**src/rtl/rz_bit_recover.sv**
```systemverilog
module rz_bit_recover #(
  parameter int OVS      = 16,
  parameter int MIN_RUN  = 3,
  parameter int GAP_BITS = 3,
  parameter int DIV_HI   = 62,
  parameter int DIV_LO   = 500
) (
  input  logic clk,
  input  logic rst_n,
  input  logic line_one,
  input  logic line_zero,
  input  logic rate_low,
  output logic bit_valid,
  output logic bit_value,
  output logic gap_start,
  output logic seq_error
);
  localparam int GAP_LEN = GAP_BITS * OVS;
  localparam int MAX_RUN = OVS - 1;
  localparam int DW = $clog2(DIV_LO + 1);
  localparam int CW = $clog2(OVS + 1);
  localparam int NW = $clog2(GAP_LEN + 1);

  logic [DW-1:0] div_cnt;
  logic [MIN_RUN-1:0] ones_sr, zeros_sr;
  logic prev_null;
  logic [CW-1:0] run_cnt;
  logic [NW-1:0] null_cnt;
  logic hold, in_seq;

  wire [DW-1:0] div_max = rate_low ? DW'(DIV_LO - 1) : DW'(DIV_HI - 1);
  wire tick = div_cnt >= div_max;

  wire s_null = !line_one && !line_zero;
  wire s_bad  = line_one && line_zero;
  wire prev_one  = ones_sr[0] && !zeros_sr[0];
  wire prev_zero = zeros_sr[0] && !ones_sr[0];
  wire same_lvl  = !s_bad && ((line_one && prev_one) || (line_zero && prev_zero));
  wire swap      = !s_bad && ((line_one && prev_zero) || (line_zero && prev_one));
  wire pulse_end = s_null && !prev_null;
  wire runt      = prev_one ? !(&ones_sr) : !(&zeros_sr);
  wire too_long  = same_lvl && (run_cnt >= CW'(MAX_RUN));
  wire fault     = s_bad || swap || too_long || (pulse_end && runt);
  wire gap_hit   = s_null && (null_cnt == NW'(GAP_LEN - 1));

  always_ff @(posedge clk) begin
    if (!rst_n) div_cnt <= '0;
    else        div_cnt <= tick ? '0 : div_cnt + 1'b1;
  end

  always_ff @(posedge clk) begin
    if (!rst_n) begin
      ones_sr  <= '0;
      zeros_sr <= '0;
      prev_null <= 1'b1;
      run_cnt  <= '0;
      null_cnt <= '0;
    end else if (tick) begin
      ones_sr  <= {ones_sr[MIN_RUN-2:0], line_one};
      zeros_sr <= {zeros_sr[MIN_RUN-2:0], line_zero};
      prev_null <= s_null;
      if (s_null || s_bad)           run_cnt <= '0;
      else if (!same_lvl)            run_cnt <= CW'(1);
      else if (run_cnt != CW'(OVS))  run_cnt <= run_cnt + 1'b1;
      if (!s_null)                       null_cnt <= '0;
      else if (null_cnt != NW'(GAP_LEN)) null_cnt <= null_cnt + 1'b1;
    end
  end

  always_ff @(posedge clk) begin
    if (!rst_n) begin
      bit_valid <= 1'b0;
      bit_value <= 1'b0;
      gap_start <= 1'b0;
      seq_error <= 1'b0;
      hold      <= 1'b0;
      in_seq    <= 1'b0;
    end else begin
      bit_valid <= 1'b0;
      gap_start <= 1'b0;
      seq_error <= 1'b0;
      if (tick) begin
        if (hold) begin
          if (s_null) hold <= 1'b0;
        end else if (fault) begin
          seq_error <= 1'b1;
          hold      <= !s_null;
          in_seq    <= 1'b0;
        end else if (pulse_end && in_seq) begin
          bit_valid <= 1'b1;
          bit_value <= prev_one;
        end
        if (gap_hit) begin
          gap_start <= 1'b1;
          in_seq    <= 1'b1;
        end
      end
    end
  end
endmodule

```
**config.mk**
```make
export PLATFORM = sky130hd
export DESIGN_NAME = rz_bit_recover
export DESIGN_NICKNAME = d
export VERILOG_FILES = /design/src/rtl/rz_bit_recover.sv
export SDC_FILE = /design/constraint.sdc
export NUM_CORES = 1
export LEC_CHECK = 0
export ABC_AREA = 0
export BUFFER_PORTS_ARGS = -buffer_cell sky130_fd_sc_hd__buf_4
export CAP_MARGIN = 0
export CORE_UTILIZATION = 30
export DETAILED_ROUTE_END_ITERATION = 10
export PLACE_DENSITY = 0.47
export SYNTH_ARGS = -nofsm -noshare
export SYNTH_HDL_FRONTEND = slang
export SYNTH_SLANG_ARGS = --single-unit
```
**constraint.sdc**
```tcl
create_clock -name clk -period 6.5 [get_ports clk]
set_clock_uncertainty 0.2 [all_clocks]
set_input_delay 0.975 -clock clk [delete_from_list [all_inputs] [get_ports clk]]
set_output_delay 0.975 -clock clk [all_outputs]
set_load 0.005 [all_outputs]
```
# --- Yosys cells after proc, flatten, opt, wreduce, memory -nomap -nowiden ---
# Index checks and enable logic that the tools add are counted.
totals:
  register_bits: 33
  out_inout_bits: 4
classes:
  n_addsub: 3
  order_cmp: 2
  n_eq_ne: 6
  mux: 16
  n_bitwise: 4
  n_reduce_logical: 41
ops:
  columns: ["operator", "count"]
  rows:
  - ["$logic_and 1x1->1", 15]
  - ["$mux 5", 3]
  - ["$mux 6", 2]
  - ["$mux 1", 10]
  - ["$add 9x1->9 const B", 1]
  - ["$ge 9x9->1", 1]
  - ["$logic_not 1->1", 9]
  - ["$mux 9", 1]
  - ["$reduce_and 3->1", 3]
  - ["$add 6x1->6 const B", 1]
  - ["$eq 6x6->1 const B", 1]
  - ["$logic_or 1x1->1", 6]
  - ["$ne 6x6->1 const B", 1]
  - ["$reduce_and 2->1", 3]
  - ["$add 5x1->5 const B", 1]
  - ["$ge 5x4->1 const B", 1]
  - ["$ne 5x5->1 const B", 1]
  - ["$ne 2x1->1 const B", 2]
  - ["$not 1->1", 4]
  - ["$reduce_and 4->1", 1]
  - ["$reduce_or 4->1", 1]
  - ["$ne 3x1->1 const B", 1]
  - ["$reduce_or 3->1", 1]
  - ["$reduce_bool 2->1", 1]
  - ["$reduce_or 2->1", 1]

# --- Depth between registers and ports, before layout ---
# Gate-level depths: netlist (run 1).
depth:
  depth_word: 11
  ltp_mapped: 9
  ltp_nobuf: 8

# --- Worst setup path before layout (run 1) ---
# No wires, ideal clock.
synth_path:
  path_kind: "input to register"
  start: "in rate_low"
  end: "reg hold"
  setup_time_ns: 0.115
  t_arrival_ns: 2.478
  required_ns: 6.185
  setup_slack_ns: 3.707
  stages: 9
  n_path_buf: 2
  cell_sequence: "inv_1 > ha_1 > a21o_1 > a21oi_1 > o31a_1 > buf_4 > buf_2 > nor2_1 > o21a_1"
synth_via:
  elab_chain_cells: 2
synth_lines:
  columns: ["element", "line", "text"]
  rows:
  - ["start: declaration", "12", "input logic rate_low,"]
  - ["$mux 9", "31", "wire [DW-1:0] div_max = rate_low ? DW'(DIV_LO - 1) : DW'(DIV_HI - 1);"]
  - ["$ge 9x9->1", "32", "wire tick = div_cnt >= div_max;"]
  - ["end signal: assignment", "87", "hold <= !s_null;"]
  - ["end: declaration", "29", "logic hold, in_seq;"]
# No other way between the ends.
# A chain may end at the register's enable or synchronous reset.

# --- Worst setup path in the final report (run 1) ---
layout_path:
  start: "in rate_low"
  end: "reg div_cnt[8]"
layout_via:
  elab_chain_cells: 3
layout_lines:
  columns: ["element", "line", "text"]
  rows:
  - ["$mux 9", "31", null]
  - ["$ge 9x9->1", "32", null]
  - ["$reduce_or 2->1 (no source line)", null, null]
  - ["end signal: assignment", "48", "else div_cnt <= tick ? '0 : div_cnt + 1'b1;"]
  - ["end: declaration", "24", "logic [DW-1:0] div_cnt;"]
# No other way between the ends.

==> flow_metrics.env, run 1 <==
export IMPL_static_leakage_power_nw=0.724
export IMPL_yosys_register_bits=33
export IMPL_rsz_0062_raised_after_global_routing="no"
export IMPL_largest_net_degree_at_the_start_of_global_routing=23
export IMPL_power_per_cell_area_nw_per_um2=204
export IMPL_dr_first_iter_drc_count=55
export IMPL_cts_sink_count=33
export IMPL_timing_reg2reg_worst_path_depth=6
export IMPL_antenna_left=0
export IMPL_min_delay_worst_endpoint="prev_null"
export IMPL_timing_slew_headroom_pct=42.7
export IMPL_num_antenna_cells=0
export IMPL_drt_wirelength_per_cell_um=12.2
export IMPL_synth_fp_nets=211
export IMPL_worst_setup_path_end_kind="flip-flop"
export IMPL_synth_warnings=0
export IMPL_worst_skew_pair_late_latency_ns=0.28
export IMPL_count_of_filler_cells_inserted_in_the_layout=572
export IMPL_placed_area_um2=1830
export IMPL_hold_class="flip-flop to flip-flop"
export IMPL_fin_setup_tns_ns=0
export IMPL_slowest_delay_ns=0.66
export IMPL_worstPathRequired_ns=6.51
export IMPL_coreArea_um2=5510
export IMPL_critical_path_peak_fanout=22
export IMPL_cts_hold_repair_buffers=0
export IMPL_postCtsSetupBuffers=0
export IMPL_gp_congestion=0.692
export IMPL_worstPathCellList="buf_4 -> inv_1 -> ha_1 -> a21o_1 -> a21oi_1 -> o31a_1 -> nand2_1 -> a21oi_1"
export IMPL_post_route_cells_drive_above_1_share_pct=9.90
export IMPL_cts_root_buffer="clkbuf_8"
export IMPL_setup_violations=0
export IMPL_critPathKind="input pin to flip-flop"
export IMPL_dp_hpwl_um=2370
export IMPL_worst_endpoint_arrival_ns=3.06
export IMPL_synth_edf_count=0
export IMPL_die_area_um2=6030
export IMPL_period_share_pct=47.0
export IMPL_worstSetupStartpointType="input pin"
export IMPL_run_status="finished clean"
export IMPL_vdd_ir_drop_max_uv=92.2
export IMPL_cts_made_buffers=5
export IMPL_grt_antenna_before_repair=0
export IMPL_drt_total_wl_um=3350
export IMPL_report_final_hold_viol_count=0
export IMPL_post_synth_cell_area_avg_um2=8.94
export IMPL_layout_cell_area_non_filler_um2=1930
export IMPL_route_detailed_drc=0
export IMPL_cp_slowest_cell="o31a_1"
export IMPL_postSynthCellCount=192
export IMPL_final_nets=220
export IMPL_startpoint_of_the_lowest_slack_hold_path="prev_null"
export IMPL_clk_transition_reported_paths_ns=0.07
export IMPL_grt_first_pass_wirelength_um=6000
export IMPL_die_h_um=77.6
export IMPL_vias_in_the_first_global_route=1294
export IMPL_timing_hold_worst_path_depth=2
export IMPL_syn_area_um2=1720
export IMPL_avgViaCountPerCell=5.01
export IMPL_cts_max_path_buffers=2
export IMPL_std_cell_rows=27
export IMPL_layout_area_seq_um2=661
export IMPL_port_buffers=8
export IMPL_area_of_the_multi_input_gates_um2=978
export IMPL_critPathMostFrequentCell="a21oi_1"
export IMPL_post_cts_resized=0
export IMPL_cts_htree_levels=2
export IMPL_floorplan_io_pins=9
export IMPL_timing_reg2reg_setup_slack_ns=3.95
export IMPL_synth_top_flop_cell="dfxtp_1"
export IMPL_timing_final_max_slew_violations=0
export IMPL_drv_cap=0
export IMPL_num_vias=1374
export IMPL_drt_pass1_iterations=4
export IMPL_syn2layout_area_growth_pct=12.5
export IMPL_die_w_um=77.6
export IMPL_cts_tree="built"
export IMPL_starting_density_of_the_core_pct=31.2
export IMPL_synthArstFlopShare_pct=0
export IMPL_worst_hold_slack_ns=0.254
export IMPL_critical_path_reg2reg_endpoint="div_cnt[8]"
export IMPL_fmaxAchievable_ghz=0.328
export IMPL_grtUsageTotal_pct=12.5
export IMPL_period_minus_slack_ns=3.05
export IMPL_worstReg2RegStart="div_cnt[7]"
export IMPL_synth_distinct_cells=46
export IMPL_final_global_route_overflow_total=0
export IMPL_synth_seq_area_share_pct=38.5
export IMPL_slew_at_the_pin_closest_to_its_max_slew_limit_ns=0.860
==> registers in the layout (all words and copies together) (netlist names) <==
signal	flops
bit_valid	1
bit_value	1
div_cnt	9
gap_start	1
hold	1
in_seq	1
null_cnt	6
ones_sr	3
prev_null	1
run_cnt	5
seq_error	1
zeros_sr	3
==> metal layers <==
layer  routed length (um)  GRT usage, %  part of all wire [%]  vias up
li1                     -             -                     -      723
met1                 1780          17.0                    53      634
met2                 1440          18.2                    43       13
met3                   92          3.65                   2.7        4
met4                   36          5.09                   1.1        0
met5                    0             0                     0        -
==> placed cells by master (no fill, tap or decap), types with 3 or more instances in the layout <==
master,synthesis,final
xor2_1,4,4
and3_1,3,3
ha_1,14,14
buf_4,1,8
clkbuf_8,0,7
nor2_1,12,12
o21ai_0,8,8
or4_1,5,5
nand3b_1,3,3
inv_1,11,11
nand2_1,13,13
dfxtp_1,33,33
nand3_1,10,10
nand4_1,4,4
or3_1,3,3
nor2b_1,8,8
nor4_1,3,3
a21oi_1,13,13
mux2i_1,6,6
==> cell families after synthesis <==
kind of cell | after synthesis | share of synthesized area [%]
AO/OA/AOI/OAI | 42 | 16.6
buffers and inverters | 17 | 4.52
XOR/XNOR | 6 | 3.06
AND/OR/NAND/NOR | 74 | 23.6
multiplexers | 6 | 3.50
adder cells (fa/ha/maj) | 14 | 10.2
flip-flops | 33 | 38.5
==> how the worst max path moves through the flow <==
stage | startpoint | depth (start not counted) | end | slack, ns
4_1_cts | rate_low | 8 | div_cnt[8] | 3.42
3_3_place_gp | rate_low | 8 | div_cnt[8] | 3.18
6_report | rate_low | 8 | div_cnt[8] | 3.45
5_1_grt | rate_low | 8 | div_cnt[5] | 3.19
2_1_floorplan | rate_low | 9 | hold | 3.71
3_5_place_dp | rate_low | 8 | div_cnt[8] | 3.12
==> critical path: cells and delay by family <==
family          cells  cell delay [ns]
fa+ha+maj           1             0.26
simple gates        1             0.34
compound gates      4             1.26
buf+inv             2             0.23
==> cell type report <==
cell class                      count  share of cell area, %
Clock buffer                        7                   4.99
Clock inverter                      1                  0.259
Inverter                           11                   2.14
Multi-Input combinational cell    142                   50.6
Sequential cell                    33                   34.2
Tap cell                           72                   4.66
Timing Repair Buffer                8                   3.11
==> power by group <==
| part | internal (mW) | switching, mW | leakage, nW |
|---|---|---|---|
| Combinational | 0.00756 | 0.0107 | 0.404 |
| Sequential | 0.204 | 0.00203 | 0.266 |
| Clock | 0.0957 | 0.0736 | 0.0542 |
==> synth_stat cells, types with 2 or more instances <==
master / number / share of area, %
inv_1: 11 / 2.4
o31ai_1: 2 / 0.87
ha_1: 14 / 10
dfxtp_1: 33 / 38
mux2i_1: 6 / 3.5
a21boi_0: 2 / 0.87
nor2b_1: 8 / 2.9
a21o_1: 2 / 0.87
nand2_1: 13 / 2.8
nor3_1: 2 / 0.58
nor2_1: 12 / 2.6
a41o_1: 2 / 1.2
xor2_1: 4 / 2.0
or4_1: 5 / 2.2
or3_1: 3 / 1.1
clkbuf_1: 2 / 0.44
a21oi_1: 13 / 3.8
nand3_1: 10 / 2.9
xnor2_1: 2 / 1.0
nor4_1: 3 / 1.1
nand3b_1: 3 / 1.3
nor3b_1: 2 / 0.87
o21ai_0: 8 / 2.3
and3_1: 3 / 1.1
nand4_1: 4 / 1.5
buf_2: 2 / 0.58
o22ai_1: 2 / 0.73
==> per-stage QoR <==
step	setup slack (ns)	instances	total power, mW	utilization [%]
final	3.45	274	0.393	35.1
after global routing	3.19	274	0.412	35.1
after CTS	3.42	274	0.402	35.1
after detailed placement	3.12	266	0.229	33.2
after global placement	3.18	266	0.229	33.2
after floorplan	3.71	192	0.222	-
No activity file was read; power rests on OpenSTA's default activity.
==> inputs of run 2 (changes only) <==
==> constraint.sdc (replaced) <==
create_clock -name clk -period 3.2 [get_ports clk]
set_clock_uncertainty 0.2 [all_clocks]
set_input_delay 0.48 -clock clk [delete_from_list [all_inputs] [get_ports clk]]
set_output_delay 0.48 -clock clk [all_outputs]
set_load 0.005 [all_outputs]
==> run 2 against run 1 <==
Effect of this change:
- total power increased by 100%
- worst setup slack got worse by 2.8 ns
- utilization grew 0.27 points
- non-clock buffer count is 2 higher
- hold slack worse by 0.016 ns
- critical path type is now flip-flop to flip-flop
- sequential power up 100%
- die area unchanged
==> flow_metrics.env, run 2 (synthesis results as in run 1) <==
export IMPL_timing_final_max_slew_violations=0
export IMPL_worstPathRequired_ns=3.21
export IMPL_reg_top3="div_cnt: 9 flops, null_cnt: 6 flops, run_cnt: 5 flops"
export IMPL_mostFrequentLayoutCells="dfxtp_1 (33), ha_1 (14), nand2_1 (13), a21oi_1 (13), nor2_1 (12)"
export IMPL_drt_pass1_iterations=4
export IMPL_die_w_um=77.6
export IMPL_worst_setup_path_startpoint="div_cnt[3]"
export IMPL_post_cts_resized=0
export IMPL_fmaxAchievable_ghz=0.399
export IMPL_slowest_delay_ns=0.50
export IMPL_power_per_cell_area_nw_per_um2=412
export IMPL_starting_density_of_the_core_pct=31.2
export IMPL_gp_congestion=0.729
export IMPL_postCtsSetupBuffers=0
export IMPL_drt_wirelength_per_cell_um=12.5
export IMPL_antenna_left=0
export IMPL_fin_util_pct=35.4
export IMPL_cts_htree_levels=2
export IMPL_worstReg2RegStart="div_cnt[3]"
export IMPL_drt_total_wl_um=3460
export IMPL_largest_net_degree_at_the_start_of_global_routing=23
export IMPL_final_nets=222
export IMPL_path_buf_inv=1
export IMPL_rsz_0062_raised_after_global_routing="no"
export IMPL_post_route_cells_drive_above_1_share_pct=10.8
export IMPL_worstPathCellList="ha_1 -> a41o_1 -> a21oi_2 -> o31a_1 -> buf_4 -> or4_1 -> a21boi_1"
export IMPL_dr_first_iter_drc_count=99
export IMPL_cp_slowest_cell="or4_1"
export IMPL_report_final_hold_viol_count=0
export IMPL_layout_cell_area_non_filler_um2=1950
export IMPL_worst_skew_pair_late_latency_ns=0.28
export IMPL_critPathKind="flip-flop to flip-flop"
export IMPL_period_share_pct=78.2
export IMPL_critical_path_peak_fanout=13
export IMPL_die_area_um2=6030
export IMPL_coreArea_um2=5510
export IMPL_cts_sink_count=33
export IMPL_cts_tree="built"
export IMPL_timing_slew_headroom_pct=55.0
export IMPL_fin_setup_tns_ns=0
export IMPL_cts_hold_repair_buffers=0
export IMPL_syn2layout_area_growth_pct=13.4
export IMPL_clk_transition_reported_paths_ns=0.07
export IMPL_grt_first_pass_wirelength_um=6150
export IMPL_placed_area_um2=1850
export IMPL_cts_root_buffer="clkbuf_8"
export IMPL_setup_violations=0
export IMPL_std_cell_rows=27
export IMPL_drv_cap=0
export IMPL_cts_made_buffers=5
export IMPL_avgViaCountPerCell=5.01
export IMPL_worst_setup_path_end_kind="flip-flop"
export IMPL_category_of_cells_accounting_for_the_largest_share_of_critical_path_delay="compound AO/OA/AOI/OAI gates"
export IMPL_total_power_mw=0.801
export IMPL_vdd_ir_drop_max_uv=210
export IMPL_port_buffers=8
export IMPL_die_h_um=77.6
export IMPL_worst_endpoint_arrival_ns=2.52
export IMPL_num_vias=1384
export IMPL_worstSetupStartpointType="flip-flop"
export IMPL_final_global_route_overflow_total=0
export IMPL_cts_max_path_buffers=2
export IMPL_grt_antenna_before_repair=0
export IMPL_vias_in_the_first_global_route=1270
export IMPL_hold_class="flip-flop to flip-flop"
export IMPL_largest_register_ffs=9
export IMPL_period_minus_slack_ns=2.50
export IMPL_run_status="finished clean"
export IMPL_startpoint_of_the_lowest_slack_hold_path="prev_null"
export IMPL_slew_at_the_pin_closest_to_its_max_slew_limit_ns=0.665
export IMPL_layout_commonest_cell="dfxtp_1"
export IMPL_dp_hpwl_um=2450
export IMPL_route_detailed_drc=0
export IMPL_floorplan_io_pins=9
export IMPL_grtUsageTotal_pct=12.8
export IMPL_static_leakage_power_nw=0.734
export IMPL_count_of_filler_cells_inserted_in_the_layout=582
export IMPL_largest_register="div_cnt"
export IMPL_num_antenna_cells=0
==> run 2: tightest hold or removal path, cell delays in order, from the launching register on <==
cell     delay [ns]
dfxtp_1        0.30
nand2_1        0.05
nand2_1        0.04
==> run 2: final timing paths <==
check	end	slack (ns)	cells after the start
worst max-delay path	in_seq	0.70	7
worst max register to register	in_seq	0.70	7
worst min-delay path	prev_null	0.24	2
worst min register to register	prev_null	0.24	2
==> run 2: final cells by class <==
class | instances | area (um2) | share of cell area, %
sequential | 33 | 661 | 33.9
timing repair buffer | 10 | 75.1 | 3.86
inverter | 11 | 41.3 | 2.12
tap | 72 | 90.1 | 4.63
clock buffer | 7 | 96.3 | 4.95
clock inverter | 1 | 5.00 | 0.257
multi-input combinational | 142 | 978 | 50.3
==> run 2: power breakdown <==
part | internal, mW | total (mW) | switching, mW
Sequential | 0.414 | 0.418 | 0.00445
Clock | 0.194 | 0.347 | 0.152
Combinational | 0.0151 | 0.0365 | 0.0214
==> run 2: per-layer routing <==
layer	vias to the layer above	global-route usage, %	routed length (um)
met2	25	18.2	1380
li1	719	-	-
met3	2	3.53	133
met5	-	0	0
met1	638	18.3	1910
met4	0	4.53	24
==> run 2: stage by stage <==
stage,std cells,setup slack (ns),hold WS [ns]
finish,276,0.697,0.237
global route,276,0.577,0.252
CTS,276,0.692,0.241
detailed placement,268,0.430,0.231
global placement,268,0.481,0.231
floorplan,192,0.902,0.214
==> inputs of run 3 (changes only) <==
--- a/config.mk
+++ b/config.mk
@@ -5,7 +5,7 @@
 export SDC_FILE = /design/constraint.sdc
 export NUM_CORES = 1
 export LEC_CHECK = 0
-export ABC_AREA = 0
+export ABC_AREA = 1
 export BUFFER_PORTS_ARGS = -buffer_cell sky130_fd_sc_hd__buf_4
 export CAP_MARGIN = 0
 export CORE_UTILIZATION = 30
==> constraint.sdc (replaced) <==
create_clock -name clk -period 2.6 [get_ports clk]
set_clock_uncertainty 0.2 [all_clocks]
set_input_delay 0.39 -clock clk [delete_from_list [all_inputs] [get_ports clk]]
set_output_delay 0.39 -clock clk [all_outputs]
set_load 0.005 [all_outputs]
==> run 3 against run 2 <==
Effect of this change:
- area after synthesis grew 3.4%
- die area up 3.3%
- flip-flop and latch count stayed put
- via count is 6.5% higher
- cell count rose by 19%
- total power grew 14%
- count of clock-buffer cells in the layout is 2 lower
- non-clock buffer count stayed put
- hold slack worse by 0.024 ns
- sequential share of layout area decreased by 0.54 points
- utilization is 0.081 points lower
- final area increased by 1.6%
==> flow_metrics.env, run 3 <==
export IMPL_die_area_um2=6230
export IMPL_num_vias=1474
export IMPL_cts_max_path_buffers=2
export IMPL_static_leakage_power_nw=0.889
export IMPL_port_buffers=8
export IMPL_largest_net_degree_at_the_start_of_global_routing=13
export IMPL_critical_path_peak_fanout=12
export IMPL_post_cts_resized=0
export IMPL_gp_congestion=0.733
export IMPL_synth_top_cell_by_area="dfxtp_1"
export IMPL_worst_skew_pair_late_latency_ns=0.28
export IMPL_antenna_left=0
export IMPL_synth_top_flop_cell="dfxtp_1"
export IMPL_critPathKind="flip-flop to flip-flop"
export IMPL_crit_cells=9
export IMPL_die_w_um=78.9
export IMPL_cts_root_buffer="clkbuf_8"
export IMPL_largest_register_ffs=9
export IMPL_vias_in_the_first_global_route=1469
export IMPL_timing_reg2reg_setup_slack_ns=0.58
export IMPL_synth_warnings=0
export IMPL_worstPathCellList="ha_1 -> nand3_1 -> nor2_4 -> a21oi_2 -> nand2_2 -> nor2_2 -> inv_2 -> or2_1 -> inv_1"
export IMPL_fmaxAchievable_ghz=0.495
export IMPL_cts_tree="built"
export IMPL_post_synth_top_count_cell="nand2_1"
export IMPL_place_worst_setup_slack_ns=0.295
export IMPL_dr_first_iter_drc_count=68
export IMPL_slew_at_the_pin_closest_to_its_max_slew_limit_ns=0.266
export IMPL_coreArea_um2=5610
export IMPL_post_route_insts_no_fill=328
export IMPL_cp_slowest_cell="dfxtp_1"
export IMPL_num_antenna_cells=0
export IMPL_timing_final_max_slew_violations=0
export IMPL_synth_area_leaders="dfxtp_1 (37%), nand2_1 (11%), ha_1 (9.9%), nand3_1 (6.8%), nor2_1 (6.6%)"
export IMPL_worstPathRequired_ns=2.63
export IMPL_yosysTopAreaCellShare_pct=37.2
export IMPL_mostFrequentLayoutCells="nand2_1 (51), dfxtp_1 (33), nor2_1 (31)"
export IMPL_timing_slew_headroom_pct=82.2
export IMPL_syn2layout_area_growth_pct=11.4
export IMPL_std_cell_rows=27
export IMPL_drt_pass1_iterations=4
export IMPL_grt_first_pass_wirelength_um=6340
export IMPL_reg_top3="div_cnt: 9 flops, null_cnt: 6 flops, run_cnt: 5 flops"
export IMPL_clk_transition_reported_paths_ns=0.06
export IMPL_run_status="finished clean"
export IMPL_drt_total_wl_um=3390
export IMPL_syn_area_um2=1780
export IMPL_postSynthCellCount=244
export IMPL_cts_sink_count=33
export IMPL_worst_setup_path_startpoint="div_cnt[6]"
export IMPL_post_route_cells_drive_above_1_share_pct=12.1
export IMPL_floorplan_io_pins=9
export IMPL_worst_endpoint_arrival_ns=2.05
export IMPL_postCtsSetupBuffers=0
export IMPL_cts_htree_levels=2
export IMPL_worstReg2RegStart="div_cnt[6]"
export IMPL_drv_cap=0
export IMPL_final_nets=276
export IMPL_netlist_top_cells_count="nand2_1 (51), dfxtp_1 (33), nor2_1 (31)"
export IMPL_place_detailed_instances=322
export IMPL_slowest_delay_ns=0.40
export IMPL_post_synth_cell_area_avg_um2=7.28
export IMPL_final_global_route_overflow_total=0
export IMPL_placed_area_um2=1900
export IMPL_worst_setup_path_end_kind="flip-flop"
export IMPL_path_buf_inv=2
export IMPL_count_of_filler_cells_inserted_in_the_layout=621
export IMPL_grt_antenna_before_repair=0
export IMPL_die_h_um=78.9
export IMPL_cts_hold_repair_buffers=0
export IMPL_power_per_cell_area_nw_per_um2=461
export IMPL_category_of_cells_accounting_for_the_largest_share_of_critical_path_delay="simple AND/OR/NAND/NOR gates"
export IMPL_fin_setup_tns_ns=0
export IMPL_report_final_hold_viol_count=0
export IMPL_rsz_0062_raised_after_global_routing="no"
export IMPL_setup_violations=0
export IMPL_vdd_ir_drop_max_uv=142
export IMPL_layout_commonest_cell="nand2_1"
export IMPL_largest_register="div_cnt"
export IMPL_avgViaCountPerCell=4.49
export IMPL_period_minus_slack_ns=2.02
export IMPL_layout_cell_area_non_filler_um2=1980
export IMPL_period_share_pct=77.7
export IMPL_setup_ws_ns=0.580
export IMPL_synth_seq_area_share_pct=37.2
export IMPL_starting_density_of_the_core_pct=31.7
export IMPL_grtUsageTotal_pct=13.1
export IMPL_drt_wirelength_per_cell_um=10.3
export IMPL_route_detailed_drc=0
export IMPL_yosys_register_bits=33
export IMPL_cts_made_buffers=5
export IMPL_synthArstFlopShare_pct=0
export IMPL_timing_reg2reg_worst_path_depth=9
export IMPL_timing_hold_worst_path_depth=3
export IMPL_worstSetupStartpointType="flip-flop"
export IMPL_hold_class="input pin to flip-flop"
export IMPL_synth_fp_nets=263
export IMPL_synth_edf_count=0
export IMPL_synth_distinct_cells=26
export IMPL_startpoint_of_the_lowest_slack_hold_path="rst_n"
export IMPL_dp_hpwl_um=2570
==> run 3: tightest hold or removal path, stage by stage <==
cell	delay [ns]
buf_4	0.16
nand2_1	0.07
nor2_1	0.03
==> run 3: report_power, final <==
part           switching [mW]  internal (mW)  leakage, nW
clock network           0.173          0.176       0.0399
registers             0.00389          0.510        0.266
logic                  0.0313         0.0179        0.582
==> run 3: kinds of logic (layout without fill, tap and decap cells) <==
| family | count (synthesis) | count (layout) | synth area share (%) |
|---|---|---|---|
| compound gates | 21 | 21 | 6.62 |
| xor+xnor | 9 | 9 | 4.44 |
| fa+ha+maj | 14 | 14 | 9.87 |
| buf+inv | 37 | 49 | 9.02 |
| flops | 33 | 33 | 37.2 |
| simple gates | 130 | 130 | 32.8 |
==> run 3: per-stage QoR <==
step                total power, mW  hold slack (ns)  util, %
floorplan                     0.559            0.228        -
global placement              0.575            0.255     34.0
detailed placement            0.575            0.253     34.0
CTS                           0.931            0.210     35.3
global route                  0.965            0.220     35.3
finish                        0.911            0.213     35.3
==> run 3: routing by layer <==
metal,share of wire (%),vias up,routed length (um),global-route usage [%]
li1,-,804,-,-
met1,51,644,1720,16.9
met2,44,20,1480,20.4
met3,3.7,6,126,3.45
met4,1.7,0,56,5.82
met5,0,-,0,0
==> run 3: cell type report <==
cell class	instances	area [um2]	share of cell area, %
multi-input combinational	174	955	48.3
sequential	33	661	33.4
tap	72	90.1	4.55
clock buffer	5	68.8	3.48
clock inverter	1	5.00	0.253
timing repair buffer	10	75.1	3.80
inverter	33	124	6.26
==> run 3: worst paths after layout <==
kind | end
setup / recovery | div_cnt[0]
hold / removal | run_cnt[1]
setup reg to reg | div_cnt[0]
hold reg to reg | ones_sr[2]
